## src/rtl/funnel_pkg.sv

```systemverilog
package funnel_pkg;
  typedef enum logic [1:0] {
    SHF_LOGIC = 2'b00,
    SHF_ARITH = 2'b01,
    SHF_ROT   = 2'b10,
    SHF_RSVD  = 2'b11
  } shf_mode_e;
endpackage

```

## src/rtl/funnel_word_build.sv

```systemverilog
module funnel_word_build
  import funnel_pkg::*;
#(
  parameter int unsigned WIDTH = 8,
  localparam int unsigned WW = 2 * WIDTH - 1
) (
  input  logic [WIDTH-1:0] opnd_i,
  input  logic             dir_left_i,
  input  shf_mode_e        mode_i,
  output logic [WW-1:0]    word_o
);
  logic [WIDTH-2:0] fill;

  always_comb begin
    fill = '0;
    if (dir_left_i) begin
      // left: only rotate brings bits back; arithmetic left equals logical
      if (mode_i == SHF_ROT) fill = opnd_i[WIDTH-1:1];
      word_o = {opnd_i, fill};
    end else begin
      unique case (mode_i)
        SHF_ROT:   fill = opnd_i[WIDTH-2:0];
        SHF_ARITH: fill = {(WIDTH-1){opnd_i[WIDTH-1]}};
        default:   fill = '0;
      endcase
      word_o = {fill, opnd_i};
    end
  end
endmodule

```

## src/rtl/funnel_amt_enc.sv

```systemverilog
module funnel_amt_enc #(
  parameter int unsigned AMT_W = 3
) (
  input  logic [AMT_W-1:0] amt_i,
  input  logic             dir_left_i,
  output logic [AMT_W-1:0] off_o
);
  // ~k == N-1-k for power-of-two N: no subtractor needed
  assign off_o = dir_left_i ? ~amt_i : amt_i;
endmodule

```

## src/rtl/funnel_mux_stages.sv

```systemverilog
module funnel_mux_stages #(
  parameter int unsigned WIDTH = 8,
  parameter int unsigned AMT_W = 3,
  localparam int unsigned WW = 2 * WIDTH - 1
) (
  input  logic [WW-1:0]    word_i,
  input  logic [AMT_W-1:0] off_i,
  output logic [WIDTH-1:0] win_o
);
  logic [WW-1:0] lvl;

  // one 2:1 mux rank per offset bit, rank s moves by 2**s
  always_comb begin
    lvl = word_i;
    for (int s = 0; s < AMT_W; s++) begin
      if (off_i[s]) lvl = lvl >> (1 << s);
    end
    win_o = lvl[WIDTH-1:0];
  end
endmodule

```

## src/rtl/funnel_shifter.sv

```systemverilog
module funnel_shifter
  import funnel_pkg::*;
#(
  parameter int unsigned WIDTH = 8,
  parameter int unsigned AMT_W = $clog2(WIDTH)
) (
  input  logic [WIDTH-1:0] opnd_i,
  input  logic [AMT_W-1:0] amt_i,
  input  logic             dir_left_i,
  input  logic [1:0]       mode_i,
  output logic [WIDTH-1:0] res_o
);
  localparam int unsigned WW = 2 * WIDTH - 1;

  logic [WW-1:0]    word;
  logic [AMT_W-1:0] off;

  funnel_word_build #(.WIDTH(WIDTH)) u_word (
    .opnd_i     (opnd_i),
    .dir_left_i (dir_left_i),
    .mode_i     (shf_mode_e'(mode_i)),
    .word_o     (word)
  );

  funnel_amt_enc #(.AMT_W(AMT_W)) u_enc (
    .amt_i      (amt_i),
    .dir_left_i (dir_left_i),
    .off_o      (off)
  );

  funnel_mux_stages #(.WIDTH(WIDTH), .AMT_W(AMT_W)) u_mux (
    .word_i (word),
    .off_i  (off),
    .win_o  (res_o)
  );
endmodule

```

## config.mk

```make
export PLATFORM = sky130hd
export DESIGN_NAME = funnel_shifter
export DESIGN_NICKNAME = d
export VERILOG_FILES = /design/src/rtl/funnel_pkg.sv /design/src/rtl/funnel_word_build.sv /design/src/rtl/funnel_amt_enc.sv /design/src/rtl/funnel_mux_stages.sv /design/src/rtl/funnel_shifter.sv
export SDC_FILE = /design/constraint.sdc
export NUM_CORES = 1
export LEC_CHECK = 0
export ABC_AREA = 1
export BUFFER_PORTS_ARGS = -buffer_cell sky130_fd_sc_hd__buf_2
export CORE_UTILIZATION = 30
export DETAILED_ROUTE_END_ITERATION = 6
export PLACE_DENSITY_LB_ADDON = 0.1
export SLEW_MARGIN = 10
export SYNTH_ARGS = -nofsm -noshare
export SYNTH_HDL_FRONTEND = slang
export SYNTH_SLANG_ARGS = --single-unit
```

## constraint.sdc

```tcl
create_clock -name vclk -period 2.7
set_input_delay 0.54 -clock vclk [all_inputs]
set_output_delay 0.54 -clock vclk [all_outputs]
set_load 0.01 [all_outputs]
```

==> results.md <==
* Final slew viol count at 0
* Crit-path max FO at 13
* Post-DRT Antenna Nets at 0
* Initial antenna violation count at 0
* Layout Utilization at 37.4%
* Worst path arrival time at 1.91 ns
* Layout area overhead at 13.7%
* DRC viols at 0
* CP Class: input port to primary output
* GRT Util Overall at 18.1%
* Status: finished clean
* Xor-xnor portion of the synthesized cell area at 4.30%
* Share of cells above drive strength 1 at 18.4%
* Register area at 0 µm²
* Avg WL per Cell at 11.0 µm
* Largest net degree at the start of global routing at 15
* Unrepaired setup endpoints after global routing: no
* Final Hold Viols at 0
* Synth Instances at 157
* Final period util at 90.6%
* Post-synthesis mux area share at 0%
* Crit path max-delay cell type: nand2_1
* Top-count cell post-synth: nand2_1
* First-pass GRT wire length at 3910 µm
* Setup TNS at 0 ns
* Seq/Total Area, Yosys at 0%
* Max incr delay on CP at 0.34 ns
* Slew @ Worst Pin at 0.439 ns
* Mean Syn Cell Area at 4.81 µm²
* Synth Area in Compound Gates at 3.31%
* Ys Warns at 0
* Post-CTS Resized at 0
* Clock buffers at 0
* Post-CTS Setup Repair Bufs at 0
* Final net count at 192
* Post-DP HPWL at 1770 µm
* Critical path's top delay family: simple AND/OR/NAND/NOR gates
* Final worst path period need at 2.45 ns
* First-pass iteration count of the detailed router at 4
* Post-synth top area share at 42.2%
* Initial core utilization at 32.9%
* Power per cell area at 250 mW/mm²
* Yosys cell types at 15
* Total power at 215 µW
* HP Class: input port to primary output
* Synth Net Count at 173
* Lkg Pwr at 0.000530 µW
* Top post-synthesis cells by area: nand2_1, nand3_1, buf_6
* CP endpoint kind: primary output
* Critical path required time at 2.16 ns
* Final Hold Slack at 1.60 ns
* Adder-cell share of the synthesized area at 3.31%
* Vias in the first global route at 940
* Critical path buffers and inverters at 3
* Critical path cell sequence: buf_2, inv_2, nand2_1, nand2_1, nand3_1, nand2_1, nand2_1, nand3_1, nand2_1, buf_2
* Cell taking the most area after synthesis: nand2_1
* Gr ovfl total at 0
* Largest family of logic cells by synthesized area: simple AND/OR/NAND/NOR gates
* Chip width at 52.2 µm
* I/O pin cnt at 22
* Peak VDD IR at 0.0957 mV
* Rel. slew slack at 70.7%
* Fmax achieved at 409 MHz
* Placer congestion estimate at 0.863
* Synth Cell Area at 756 µm²
* Top cell by count, worst path: nand2_1
* Top cells by count, synth: nand2_1, nand3_1, inv_1
* Ant. Diodes at 0
* Die Footprint at 0.00272 mm²
* Core Rows at 17
* First-iteration detailed-routing DRC count at 46
* Setup violations, final at 0
* Post-CTS Hold Fix Bufs at 0
* Die Ht at 52.2 µm
* Area of the core at 0.00230 mm²
* CP Launch Type: input port
* Post-Synth Simple-Gate Area at 77.2%
* Max_cap viols at 0
* Port Buffers at 22
* Sequential cell count at 0
* Via count at 1039
* Vias/cell at 5.14
* Detailed Route WL at 2220 µm
==> cells in the final DEF (no fill, tap or decap), drive strengths merged <==
master / instances
nand3: 44
o21ai: 5
nand4: 1
ha: 2
nor2: 3
xnor2: 2
inv: 7
buf: 25
nand2: 85
==> tightest hold or removal path, stage by stage <==
cell     delay (ns)
buf_2          0.11
nand2_1        0.05
nand4_1        0.11
nand3_1        0.08
nand2_1        0.06
buf_2          0.12
==> where the power goes <==
part	switching (µW)	internal (µW)
clock network	0	0
registers	0	0
logic	134	80.3
total	134	80.3
==> stage by stage <==
stage | instances | setup WS (ns) | area (µm²)
2_1_floorplan | 157 | 0.652 | 756
3_3_place_gp | 202 | 0.203 | 860
3_5_place_dp | 202 | 0.201 | 860
4_1_cts | 202 | 0.198 | 860
6_report | 202 | 0.255 | 860
5_1_grt | 202 | 0.0680 | 860
==> path summary, 6_finish.rpt <==
path,slack [ns],endpoint,startpoint,cells after the start
worst max-delay path,0.25,res_o[1],dir_left_i,10
worst min-delay path,1.60,res_o[0],opnd_i[0],6
==> metal layers <==
layer | track usage [%] | wire [µm]
met5 | 0 | 0
met4 | 0 | 0
met3 | 0.290 | 87
met2 | 33.8 | 1050
met1 | 24.6 | 1080
==> logic make-up after synthesis <==
kind of cell	Yosys count
compound gates	5
fa+ha+maj	2
buf+inv	15
simple gates	133
xor+xnor	2
==> layout make-up <==
cell class | count | area, µm²
Timing Repair Buffer | 25 | 133
Multi-Input combinational cell | 142 | 666
Tap cell | 28 | 35.0
Inverter | 7 | 26.3
Fill cell | 280 | 1440
Note: power is estimated with default switching activity, not from simulation.
